[src/rtl/gpio_bank_pkg.sv]
package gpio_bank_pkg;

  localparam int unsigned WORD_W = 32;

  // byte offsets of the register groups
  localparam int unsigned OFS_OWN  = 'h000;
  localparam int unsigned OFS_GCTL = 'h07C;
  localparam int unsigned OFS_STAT = 'h080;
  localparam int unsigned OFS_EN   = 'h090;
  localparam int unsigned OFS_CFG  = 'h100;
  localparam int unsigned CFG_STRIDE = 8;

  // bit positions, configuration word 1
  localparam int unsigned B1_OUT  = 31;
  localparam int unsigned B1_IN   = 30;
  localparam int unsigned B1_TRIG = 4;
  localparam int unsigned B1_INV  = 3;
  localparam int unsigned B1_DIR  = 2;
  localparam int unsigned B1_USE  = 0;
  // bit positions, configuration word 2
  localparam int unsigned B2_SDIS = 2;

  typedef struct packed {
    logic out_lvl;
    logic trig_lvl;
    logic trig_inv;
    logic dir_in;
    logic use_gpio;
  } cfg1_t;

  typedef struct packed {
    logic       sense_dis;
    logic [1:0] pull;
  } cfg2_t;

  typedef enum logic [2:0] {
    RG_NONE, RG_OWN, RG_GCTL, RG_STAT, RG_EN, RG_CFG1, RG_CFG2
  } reg_sel_e;

  localparam cfg1_t CFG1_RST = '{out_lvl: 1'b0, trig_lvl: 1'b0, trig_inv: 1'b0,
                                  dir_in: 1'b1, use_gpio: 1'b0};
  localparam cfg2_t CFG2_RST = '{sense_dis: 1'b1, pull: 2'b00};

  function automatic int unsigned bitmap_words(int unsigned pins);
    return (pins + WORD_W - 1) / WORD_W;
  endfunction

  function automatic int unsigned idx_width(int unsigned count);
    return (count > 1) ? $clog2(count) : 1;
  endfunction

  function automatic cfg1_t unpack_cfg1(logic [WORD_W-1:0] w);
    cfg1_t c;
    c.out_lvl  = w[B1_OUT];
    c.trig_lvl = w[B1_TRIG];
    c.trig_inv = w[B1_INV];
    c.dir_in   = w[B1_DIR];
    c.use_gpio = w[B1_USE];
    return c;
  endfunction

  function automatic cfg2_t unpack_cfg2(logic [WORD_W-1:0] w);
    cfg2_t c;
    c.sense_dis = w[B2_SDIS];
    c.pull      = w[1:0];
    return c;
  endfunction

  function automatic logic [WORD_W-1:0] pack_cfg1(cfg1_t c, logic in_lvl);
    logic [WORD_W-1:0] w;
    w = '0;
    w[B1_OUT]  = c.out_lvl;
    w[B1_IN]   = in_lvl;
    w[B1_TRIG] = c.trig_lvl;
    w[B1_INV]  = c.trig_inv;
    w[B1_DIR]  = c.dir_in;
    w[B1_USE]  = c.use_gpio;
    return w;
  endfunction

  function automatic logic [WORD_W-1:0] pack_cfg2(cfg2_t c);
    logic [WORD_W-1:0] w;
    w = '0;
    w[B2_SDIS] = c.sense_dis;
    w[1:0]     = c.pull;
    return w;
  endfunction

endpackage

[src/rtl/gpio_sync2.sv]
module gpio_sync2 #(
  parameter int unsigned WIDTH = 8
) (
  input  logic             clk,
  input  logic             rst_n,
  input  logic [WIDTH-1:0] d,
  output logic [WIDTH-1:0] q
);
  logic [WIDTH-1:0] meta_q;

  always_ff @(posedge clk or negedge rst_n) begin
    if (!rst_n) begin
      meta_q <= '0;
      q      <= '0;
    end else begin
      meta_q <= d;
      q      <= meta_q;
    end
  end
endmodule

[src/rtl/gpio_addr_decode.sv]
module gpio_addr_decode
  import gpio_bank_pkg::*;
#(
  parameter int unsigned NUM_PINS = 94,
  parameter int unsigned ADDR_W   = 12,
  localparam int unsigned NWORDS  = bitmap_words(NUM_PINS),
  localparam int unsigned WIDX_W  = idx_width(NWORDS),
  localparam int unsigned PIN_W   = idx_width(NUM_PINS)
) (
  input  logic [ADDR_W-1:0] addr,
  output reg_sel_e          sel,
  output logic [WIDX_W-1:0] word_idx,
  output logic [PIN_W-1:0]  pin_idx
);
  int unsigned av;
  int unsigned pin_n;
  int unsigned word_n;

  always_comb begin
    av       = int'(addr);
    sel      = RG_NONE;
    word_n   = 0;
    pin_n    = 0;
    if (av[1:0] == 2'b00) begin
      if (av >= OFS_CFG) begin
        pin_n = (av - OFS_CFG) / CFG_STRIDE;
        if (pin_n < NUM_PINS)
          sel = av[2] ? RG_CFG2 : RG_CFG1;
      end else if (av == OFS_GCTL) begin
        sel = RG_GCTL;
      end else if (av < OFS_OWN + 4*NWORDS) begin
        sel    = RG_OWN;
        word_n = (av - OFS_OWN) / 4;
      end else if (av >= OFS_STAT && av < OFS_STAT + 4*NWORDS) begin
        sel    = RG_STAT;
        word_n = (av - OFS_STAT) / 4;
      end else if (av >= OFS_EN && av < OFS_EN + 4*NWORDS) begin
        sel    = RG_EN;
        word_n = (av - OFS_EN) / 4;
      end
    end
    word_idx = WIDX_W'(word_n);
    pin_idx  = PIN_W'(pin_n);
  end
endmodule

[src/rtl/gpio_bitmap_bank.sv]
module gpio_bitmap_bank
  import gpio_bank_pkg::*;
#(
  parameter int unsigned NUM_PINS     = 94,
  parameter bit          CLEAR_ON_ONE = 1'b0,
  localparam int unsigned NWORDS      = bitmap_words(NUM_PINS)
) (
  input  logic                clk,
  input  logic                rst_n,
  input  logic [NWORDS-1:0]   wr_word,
  input  logic [WORD_W-1:0]   wdata,
  input  logic [NUM_PINS-1:0] set_bits,
  output logic [NUM_PINS-1:0] q
);
  for (genvar i = 0; i < NUM_PINS; i++) begin : g_bit
    localparam int unsigned W = i / WORD_W;
    localparam int unsigned B = i % WORD_W;
    logic nxt;
    if (CLEAR_ON_ONE) begin : g_w1c
      // set takes priority over a clear in the same cycle
      assign nxt = (q[i] & ~(wr_word[W] & wdata[B])) | set_bits[i];
    end else begin : g_rw
      assign nxt = (wr_word[W] ? wdata[B] : q[i]) | set_bits[i];
    end
    always_ff @(posedge clk or negedge rst_n) begin
      if (!rst_n) q[i] <= 1'b0;
      else        q[i] <= nxt;
    end
  end
endmodule

[src/rtl/gpio_pin_cfg.sv]
module gpio_pin_cfg
  import gpio_bank_pkg::*;
(
  input  logic              clk,
  input  logic              rst_n,
  input  logic              wr1,
  input  logic              wr2,
  input  cfg1_t             new1,
  input  cfg2_t             new2,
  input  logic              sync_in,
  output cfg1_t             c1,
  output cfg2_t             c2,
  output logic              in_lvl,
  output logic [WORD_W-1:0] rd1,
  output logic [WORD_W-1:0] rd2
);
  always_ff @(posedge clk or negedge rst_n) begin
    if (!rst_n) begin
      c1 <= CFG1_RST;
      c2 <= CFG2_RST;
    end else begin
      if (wr1) c1 <= new1;
      if (wr2) c2 <= new2;
    end
  end

  assign in_lvl = sync_in & ~c2.sense_dis;
  assign rd1    = pack_cfg1(c1, in_lvl);
  assign rd2    = pack_cfg2(c2);
endmodule

[src/rtl/gpio_bank_regs.sv]
module gpio_bank_regs
  import gpio_bank_pkg::*;
#(
  parameter int unsigned NUM_PINS = 94,
  parameter int unsigned ADDR_W   = 12,
  parameter logic [127:0] OWN_INIT = '1,
  localparam int unsigned NWORDS  = bitmap_words(NUM_PINS),
  localparam int unsigned WIDX_W  = idx_width(NWORDS),
  localparam int unsigned PIN_W   = idx_width(NUM_PINS),
  localparam int unsigned PAD_W   = NWORDS * WORD_W
) (
  input  logic                  clk,
  input  logic                  rst_n,
  input  logic [ADDR_W-1:0]     bus_addr,
  input  logic [WORD_W-1:0]     bus_wdata,
  input  logic                  bus_we,
  output logic [WORD_W-1:0]     bus_rdata,
  input  logic [NUM_PINS-1:0]   pad_in,
  output logic [NUM_PINS-1:0]   pad_out,
  output logic [NUM_PINS-1:0]   pad_oe,
  output logic [NUM_PINS-1:0]   pin_use,
  output logic [2*NUM_PINS-1:0] pin_pull,
  output logic [NUM_PINS-1:0]   trig_level,
  output logic [NUM_PINS-1:0]   trig_inv,
  output logic [NUM_PINS-1:0]   irq_en,
  output logic [NUM_PINS-1:0]   det_in,
  input  logic [NUM_PINS-1:0]   irq_event,
  output logic [WORD_W-1:0]     gctl_q
);
  // status/enable groups must not overlap: at most four words each
  initial if (NUM_PINS < 1 || NWORDS > 4)
    $error("gpio_bank_regs: NUM_PINS must lie in 1..128");

  reg_sel_e           sel;
  logic [WIDX_W-1:0]  word_idx;
  logic [PIN_W-1:0]   pin_idx;
  logic               addr_hit;
  logic [NUM_PINS-1:0] own_q;
  logic [NUM_PINS-1:0] stat_q;
  logic [NUM_PINS-1:0] sync_q;
  logic [NWORDS-1:0]  wr_stat, wr_en;
  logic [PAD_W-1:0]   own_pad, stat_pad, en_pad;
  logic [WORD_W-1:0]  rd1 [NUM_PINS];
  logic [WORD_W-1:0]  rd2 [NUM_PINS];
  cfg1_t              wcfg1;
  cfg2_t              wcfg2;

  gpio_addr_decode #(.NUM_PINS(NUM_PINS), .ADDR_W(ADDR_W)) u_dec (
    .addr(bus_addr), .sel(sel), .word_idx(word_idx), .pin_idx(pin_idx)
  );
  assign addr_hit = (sel != RG_NONE);

  gpio_sync2 #(.WIDTH(NUM_PINS)) u_sync (
    .clk(clk), .rst_n(rst_n), .d(pad_in), .q(sync_q)
  );

  // ownership: loaded at reset, never written
  always_ff @(posedge clk or negedge rst_n) begin
    if (!rst_n) own_q <= OWN_INIT[NUM_PINS-1:0];
    else        own_q <= own_q;
  end

  always_ff @(posedge clk or negedge rst_n) begin
    if (!rst_n)                          gctl_q <= '0;
    else if (bus_we && sel == RG_GCTL)   gctl_q <= bus_wdata;
  end

  for (genvar w = 0; w < NWORDS; w++) begin : g_wsel
    assign wr_stat[w] = bus_we && sel == RG_STAT && word_idx == WIDX_W'(w);
    assign wr_en[w]   = bus_we && sel == RG_EN   && word_idx == WIDX_W'(w);
  end

  gpio_bitmap_bank #(.NUM_PINS(NUM_PINS), .CLEAR_ON_ONE(1'b1)) u_stat (
    .clk(clk), .rst_n(rst_n), .wr_word(wr_stat), .wdata(bus_wdata),
    .set_bits(irq_event), .q(stat_q)
  );

  gpio_bitmap_bank #(.NUM_PINS(NUM_PINS), .CLEAR_ON_ONE(1'b0)) u_en (
    .clk(clk), .rst_n(rst_n), .wr_word(wr_en), .wdata(bus_wdata),
    .set_bits('0), .q(irq_en)
  );

  assign wcfg1 = unpack_cfg1(bus_wdata);
  assign wcfg2 = unpack_cfg2(bus_wdata);

  for (genvar i = 0; i < NUM_PINS; i++) begin : g_pin
    cfg1_t c1;
    cfg2_t c2;
    logic  wr1, wr2;
    assign wr1 = bus_we && sel == RG_CFG1 && pin_idx == PIN_W'(i);
    assign wr2 = bus_we && sel == RG_CFG2 && pin_idx == PIN_W'(i);
    gpio_pin_cfg u_cfg (
      .clk(clk), .rst_n(rst_n), .wr1(wr1), .wr2(wr2),
      .new1(wcfg1), .new2(wcfg2), .sync_in(sync_q[i]),
      .c1(c1), .c2(c2), .in_lvl(det_in[i]), .rd1(rd1[i]), .rd2(rd2[i])
    );
    assign pad_out[i]        = c1.out_lvl;
    assign pad_oe[i]         = c1.use_gpio & ~c1.dir_in;
    assign pin_use[i]        = c1.use_gpio;
    assign trig_level[i]     = c1.trig_lvl;
    assign trig_inv[i]       = c1.trig_inv;
    assign pin_pull[2*i +: 2] = c2.pull;
  end

  always_comb begin
    own_pad  = '0;
    stat_pad = '0;
    en_pad   = '0;
    own_pad[NUM_PINS-1:0]  = own_q;
    stat_pad[NUM_PINS-1:0] = stat_q;
    en_pad[NUM_PINS-1:0]   = irq_en;
  end

  always_comb begin
    unique case (sel)
      RG_OWN:  bus_rdata = own_pad[word_idx*WORD_W +: WORD_W];
      RG_GCTL: bus_rdata = gctl_q;
      RG_STAT: bus_rdata = stat_pad[word_idx*WORD_W +: WORD_W];
      RG_EN:   bus_rdata = en_pad[word_idx*WORD_W +: WORD_W];
      RG_CFG1: bus_rdata = rd1[pin_idx];
      RG_CFG2: bus_rdata = rd2[pin_idx];
      default: bus_rdata = '0;
    endcase
  end
endmodule

[config.mk]
export PLATFORM = sky130hd
export DESIGN_NAME = gpio_bank_regs
export DESIGN_NICKNAME = d
export VERILOG_FILES = /design/src/rtl/gpio_bank_pkg.sv /design/src/rtl/gpio_sync2.sv /design/src/rtl/gpio_addr_decode.sv /design/src/rtl/gpio_bitmap_bank.sv /design/src/rtl/gpio_pin_cfg.sv /design/src/rtl/gpio_bank_regs.sv
export SDC_FILE = /design/constraint.sdc
export NUM_CORES = 2
export LEC_CHECK = 0
export BUFFER_PORTS_ARGS = -buffer_cell sky130_fd_sc_hd__buf_2
export CORE_AREA = 2 2 443 445
export DETAILED_ROUTE_END_ITERATION = 8
export DIE_AREA = 0 0 445 447
export GPL_TIMING_DRIVEN = 0
export PLACE_DENSITY = 0.49
export SYNTH_ARGS = -nofsm -noshare
export SYNTH_HDL_FRONTEND = slang
export SYNTH_SLANG_ARGS = --single-unit
[constraint.sdc]
create_clock -name clk -period 2.5 [get_ports clk]
set_clock_uncertainty 0.2 [all_clocks]
set_input_delay 0 -clock clk [delete_from_list [all_inputs] [get_ports clk]]
set_output_delay 0 -clock clk [all_outputs]
set_load 0.03 [all_outputs]
# Yosys cells after proc, flatten, opt, wreduce, memory -nomap -nowiden
# Index checks and enable logic that the tools add are counted.
# Widths: inputs -> output; s select.
word_totals:
  output_inout_bits: 910
  latchBits: 0
  ff_bits: 1160
  ramBits: 0
  n_memories: 0
  romBits: 0
classes:
  n_reduce_logical: 204
  n_mux: 23
  shift: 3
  magnitude_cmp: 8
  n_addsub: 3
  bitwise_logic: 753
  mul: 0
  div: 0
  eq_ne: 102
ops:
  columns: ["op", "n"]
  rows:
  - ["$bmux 32 s7", 2]
  - ["$and 1x1->1", 376]
  - ["$not 1->1", 282]
  - ["$eq 7x6->1 const B", 32]
  - ["$eq 7x7->1 const B", 30]
  - ["$logic_and 1x1->1", 201]
  - ["$pmux 32 s6", 1]
  - ["$shiftx 96x8->32", 2]
  - ["$mux 32", 4]
  - ["$eq 7x5->1 const B", 16]
  - ["$shiftx 96x8->32 const A", 1]
  - ["$or 1x1->1", 94]
  - ["$eq 7x4->1 const B", 8]
  - ["$lt 29x7->1 const B", 1]
  - ["$eq 7x3->1 const B", 4]
  - ["$ge 12x8->1 const B", 2]
  - ["$lt 12x8->1 const B", 2]
  - ["$mux 3", 7]
  - ["$eq 7x2->1 const B", 2]
  - ["$mux 2", 7]
  - ["$mux 7", 2]
  - ["$sub 12x9->13 const B", 1]
  - ["$eq 12x7->1 const B", 1]
  - ["$ge 12x9->1 const B", 1]
  - ["12 further kinds", 17]

# Depth between registers and ports, before layout
logic_depth:
  ltp_word: 15
  depth_mapped: 13
  mapped_depth_nobuf: 10

# By module
# Synthesis repeated with hierarchy kept, for this count alone.
unflattened:
  hier_cells: 12838
  hier_area_um2: 138426.5
modules_own_cells:
  columns: ["mod", "instances", "area_each_um2", "cells_per_inst"]
  rows:
  - ["gpio_pin_cfg", 94, 783.3, 82]
  - ["gpio_bank_regs", 1, 52327.7, 4305]
  - ["gpio_sync2", 1, 4704.5, 188]
  - ["gpio_bitmap_bank at u_en", 1, 3942.5, 302]
  - ["gpio_bitmap_bank at u_stat", 1, 3493.4, 291]
  - ["gpio_addr_decode", 1, 332.8, 44]

# Worst setup path after synthesis
# Ideal clock, no wire load.
synth_path:
  path_type: "in2out"
  start: "input bus_addr[9]"
  end: "output bus_rdata[0]"
  arrival_ns: 2.849
  stages: 12
  path_buffers: 4
  slack_ns: -0.549
  t_required_ns: 2.300
  cell_sequence: "or4_4 -> buf_6 -> nand2_4 -> buf_4 -> buf_2 -> buf_2 -> nand2_1 -> o221ai_1 -> nand3_1 -> o21ai_0 -> o21ai_0 -> o311ai_0"
synth_via:
  elab_chain_cells: 10
  elab_cells_between_ends: 43
  classes_between: "add/sub (1); order compare (7); eq/ne (7); shift (3); mux (22); bitwise (1); reduce/logical (2)"
synth_rtl:
  columns: ["item", "line", "text"]
  rows:
  - ["from (decl)", "gpio_bank_regs.sv:14", "input logic [ADDR_W-1:0] bus_addr,"]
  - ["$ge 12x8->1 or $lt 12x8->1 (tied branches)", "gpio_addr_decode.sv:37", "end else if (av >= OFS_EN && av < OFS_EN + 4*NWORDS) begin"]
  - ["$logic_and 1x1->1", "gpio_addr_decode.sv:37", null]
  - ["$mux 2 or $mux 3 (tied branches)", "gpio_addr_decode.sv:37", null]
  - ["$mux 2 or $mux 3 (tied branches)", "gpio_addr_decode.sv:34", "end else if (av >= OFS_STAT && av < OFS_STAT + 4*NWORDS) begin"]
  - ["$mux 2 or $mux 3 (tied branches)", "gpio_addr_decode.sv:31", "end else if (av < OFS_OWN + 4*NWORDS) begin"]
  - ["$mux 2 or $mux 3 (tied branches)", "gpio_addr_decode.sv:29", "end else if (av == OFS_GCTL) begin"]
  - ["$mux 2 or $mux 3 (tied branches)", "gpio_addr_decode.sv:25", "if (av >= OFS_CFG) begin"]
  - ["$mux 2 or $mux 3 (tied branches)", "gpio_addr_decode.sv:24", "if (av[1:0] == 2'b00) begin"]
  - ["$shiftx 96x8->32, or another cell as far along", "gpio_bank_regs.sv:119", "RG_EN: bus_rdata = en_pad[word_idx*WORD_W +: WORD_W];"]
  - ["$pmux 32 s6 *", "gpio_bank_regs.sv:115", "unique case (sel)"]
  - ["to (decl)", "gpio_bank_regs.sv:17", "output logic [WORD_W-1:0] bus_rdata,"]
# Mark *: on every way between the ends. The rest lies on a longest branch, timed or not. The select of a mux whose other input is x is not followed.

# Final worst setup path
layout_path:
  start: "register g_pin[1].u_cfg.c2[2] (netlist name)"
  end: "output bus_rdata[30]"
layout_via:
  elab_chain_cells: 6
layout_rtl:
  columns: ["item", "line", "text"]
  rows:
  - ["$not 1->1", "gpio_pin_cfg.sv:27", "assign in_lvl = sync_in & ~c2.sense_dis;"]
  - ["$and 1x1->1", "gpio_pin_cfg.sv:27", null]
  - ["net g_pin[1].u_cfg.in_lvl", "gpio_pin_cfg.sv:13", "output logic in_lvl,"]
  - ["$bmux 32 s7", "gpio_bank_regs.sv:120", "RG_CFG1: bus_rdata = rd1[pin_idx];"]
  - ["$mux 32 (not written as such) (2 in series)", "gpio_bank_regs.sv:120", null]
  - ["$pmux 32 s6", "gpio_bank_regs.sv:115", null]
# The timed path passes the listed nets, and every way through them passes these cells. The select of a mux whose other input is x is not followed.

==> results.py <==
metrics = {
    "outcome": {
        "status": "finished, violations left",
        "violations": "hold timing, setup timing",
    },
    "placed_design": {
        "place_area_um2": 67200,
        "dp_hpwl_um": 276000,
        "gp_congestion": 0.960,
        "port_buffers": 1136,
        "place_inst": 8470,
    },
    "power": {
        "irDropWorstVdd_mv": 0.562,
        "pwr-share-clk": 0.474,
        "combPwrFrac": 0.109,
        "switching_share": 0.274,
        "seqPwrFrac": 0.418,
        "p_int_mw": 33.2,
        "power_density_nw_per_um2": 566,
        "p_sw_mw": 12.5,
        "leakagePower_nw": 39.8,
    },
    "timing": {
        "finalMaxSlewViolations": 0,
        "setup_viol": 163,
        "hold_viol": 564,
        "tns_ns": -27.31,
        "whs_ns": -1.05,
        "max_freq_mhz": 227,
        "rsz0062_at_grt": "true",
        "setup_ws_ns": -1.90,
        "finalCriticalPeriod_ns": 4.40,
        "slew-limit-headroom": 0.0902,
        "post-route-period-util": 1.76,
        "worst_pin_slew_ns": 1.36,
    },
    "cts": {
        "cts-root-buf": "clkbuf_16",
        "clkTransAtPathRegs_ns": 0.06,
        "cts_buffer_depth": 3,
        "cts_buffers": 142,
        "clkSinkCount": 1160,
        "cts_tree": "built",
        "cts_htree_levels": 4,
        "clk_latency_ns": 0.83,
    },
    "detailed_routing": {
        "antenna_left": 0,
        "avgRoutedWirePerCell_um": 39.8,
        "wirelength_um": 371000,
        "route.detailed.drc": 0,
        "vias": 51347,
        "drt_pass1_iterations": 6,
        "drt-vias-per-instance": 5.51,
        "drtIter0Drc": 5391,
    },
    "cells_and_area": {
        "fin_util": 0.417,
        "fin_cells": 9317,
        "drive_gt1_frac": 0.572,
        "layout.nets": 6863,
        "stdcell_area_um2": 80900,
        "area_growth_pct": 40.0,
    },
    "yosys": {
        "yosysTopAreaCell": "dfrtp_1",
        "synthCells": 4779,
        "synth-edff-count": 0,
        "syn-num-nets": 5017,
        "synth_area_leaders": "dfrtp_1 42%, mux2_2 18%, buf_4 8.8%",
        "synth_top_area_frac": 0.421,
        "synth.distinct_cells": 82,
        "synth_flop_cell": "dfrtp_1",
        "ys_ff_latch": 1160,
        "ys_top_cells_by_count": "972 x dfrtp_1, 920 x mux2_2, 675 x buf_4, 248 x nand2_1, 223 x nor2_1",
        "postSynthAreaPerCell_um2": 12.1,
        "async_reset_ff_frac": 1.00,
        "yosys_warnings": 0,
        "netlist_area_um2": 57800,
        "synth_sequential_area_ratio": 0.506,
        "yosysMostFrequentCell": "dfrtp_1",
    },
    "global_route": {
        "antenna_found_initial": 66,
        "grt_usage": 0.362,
        "grt-busiest-layer": "met2",
        "grt_pass1_vias": 50217,
        "grt_use_met2": 0.556,
        "grt_pass1_wl_um": 478000,
        "grt_overflow_total": 0,
        "use_met1": 0.429,
        "grt_start_max_net_pins": 166,
        "gr-usage-met3": 0.0992,
    },
    "floorplanning": {
        "core-area_um2": 194000,
        "die_area_um2": 199000,
        "pin_count": 1145,
        "start_util": 0.298,
        "fp.dieH_um": 447,
        "chipWidth_um": 445,
        "rows": 162,
    },
    "critical_path": {
        "crit_required_ns": 2.30,
        "path_max_fanout": 2,
        "ff2ff_path_depth": 2,
        "r2r_start": "g_pin[1].u_cfg.c2[2]",
        "ff2ff_setup_slack_ns": 1.26,
        "crit_path_end": "bus_rdata[30]",
        "crit_start": "g_pin[1].u_cfg.c2[2]",
        "reg2reg_to": "g_pin[1].u_cfg.c2[2]",
        "cp.arrival_ns": 4.20,
        "criticalPathCategory": "flop to primary output",
        "startpoint_type": "flop",
        "cp-end-kind": "primary output",
    },
    "flow_run": {
        "maxCapViolations": 0,
    },
    "min_path": {
        "min_path_type": "primary input to async pin",
    },
}
[area by class of cell]
cell class	count	area [um^2]
clock buffer	206	4140
inverter	5	36.3
sequential	1160	29300
fill	18837	113000
multi-input combinational	2666	24000
antenna	34	85.1
tap	2542	3180
buffer	943	7740
timing repair buffer	1707	11800
clock inverter	54	651
[cell families after synthesis]
| family | after synthesis | share of synthesized area |
|---|---|---|
| flops | 1160 | 0.506 |
| mux | 1072 | 0.221 |
| buf+inv | 953 | 0.109 |
| simple gates | 882 | 0.0755 |
| compound gates | 709 | 0.0883 |
| fa+ha+maj | 3 | 0.000650 |
[critical path: stages, from the launching register on]
cell and delay [ns]:
dfstp_2 0.66, nor2b_4 0.09, and3_4 0.16, o41a_4 0.54
o41ai_4 0.55, nand4_1 0.65, a221o_2 0.53, buf_6 0.15
[repair_timing]
action	CTS	global route
resized for setup	758	149
cloned	3	3
pin swaps	72	53
hold endpoints to repair	1089	557
buffers inserted	87	28
endpoints found under the setup margin	1008	548
hold buffers	438	1
[registers in the layout (all words and copies together), names as in the netlist]
name	count
u_stat.q	94
u_sync.meta_q	94
g_pin.u_cfg.c1	470
gctl_q	32
u_en.q	94
u_sync.q	94
g_pin.u_cfg.c2	282
[through the flow]
step           power (mW)  worst slack (ns)
2_1_floorplan        20.8           -0.0451
3_3_place_gp         23.2            -25.69
3_5_place_dp         23.3             -4.41
4_1_cts              45.8             -1.94
5_1_grt              46.8             -1.78
6_report             45.8             -1.90
[cell usage in the layout, fill, tap and decap left out, types with 45 or more instances in the layout]
cell type      instances
nor2_4                45
nor2_1               177
clkbuf_1             119
buf_6                 70
clkbuf_16            153
nand2_1              223
a22oi_1               64
buf_2               1122
buf_4                761
a21o_1                96
mux2i_1               48
mux2_2               917
dfrtp_1              970
dlygate4sd3_1        439
mux4_2                66
nor2b_1              201
a221oi_1              53
o21ai_0               54
dfstp_2              188
a21oi_1              106
[power groups by stage]
stage | logic, mW | registers (mW) | clock network, mW
6_report | 4.97 | 19.1 | 21.7
5_1_grt | 5.02 | 19.1 | 22.7
4_1_cts | 4.77 | 19.1 | 21.9
3_5_place_dp | 3.81 | 19.4 | 0
3_3_place_gp | 3.75 | 19.5 | 0
2_1_floorplan | 1.40 | 19.4 | 0
[per-layer routing]
layer	wire length (um)	part of all wire	vias to the layer above
li1	-	-	20230
met1	139000	0.37	26725
met2	166000	0.45	3292
met3	32100	0.086	1074
met4	34100	0.092	26
met5	279	0.00075	-
[worst min path at each step]
stage / depth (start not counted) / endpoint / start / slack [ns]
floorplan: 0 / g_pin[0].u_cfg.c1[0] / rst_n / -0.50
global placement: 1 / u_sync.meta_q[93] / pad_in[93] / -0.09
detailed placement: 1 / g_pin[4].u_cfg.c1[3] / rst_n / -0.16
CTS: 1 / g_pin[4].u_cfg.c1[0] / rst_n / -1.04
global route: 1 / g_pin[5].u_cfg.c1[3] / rst_n / -1.0
finish: 1 / g_pin[4].u_cfg.c1[3] / rst_n / -1.05
(Power assumes the default switching activity.)
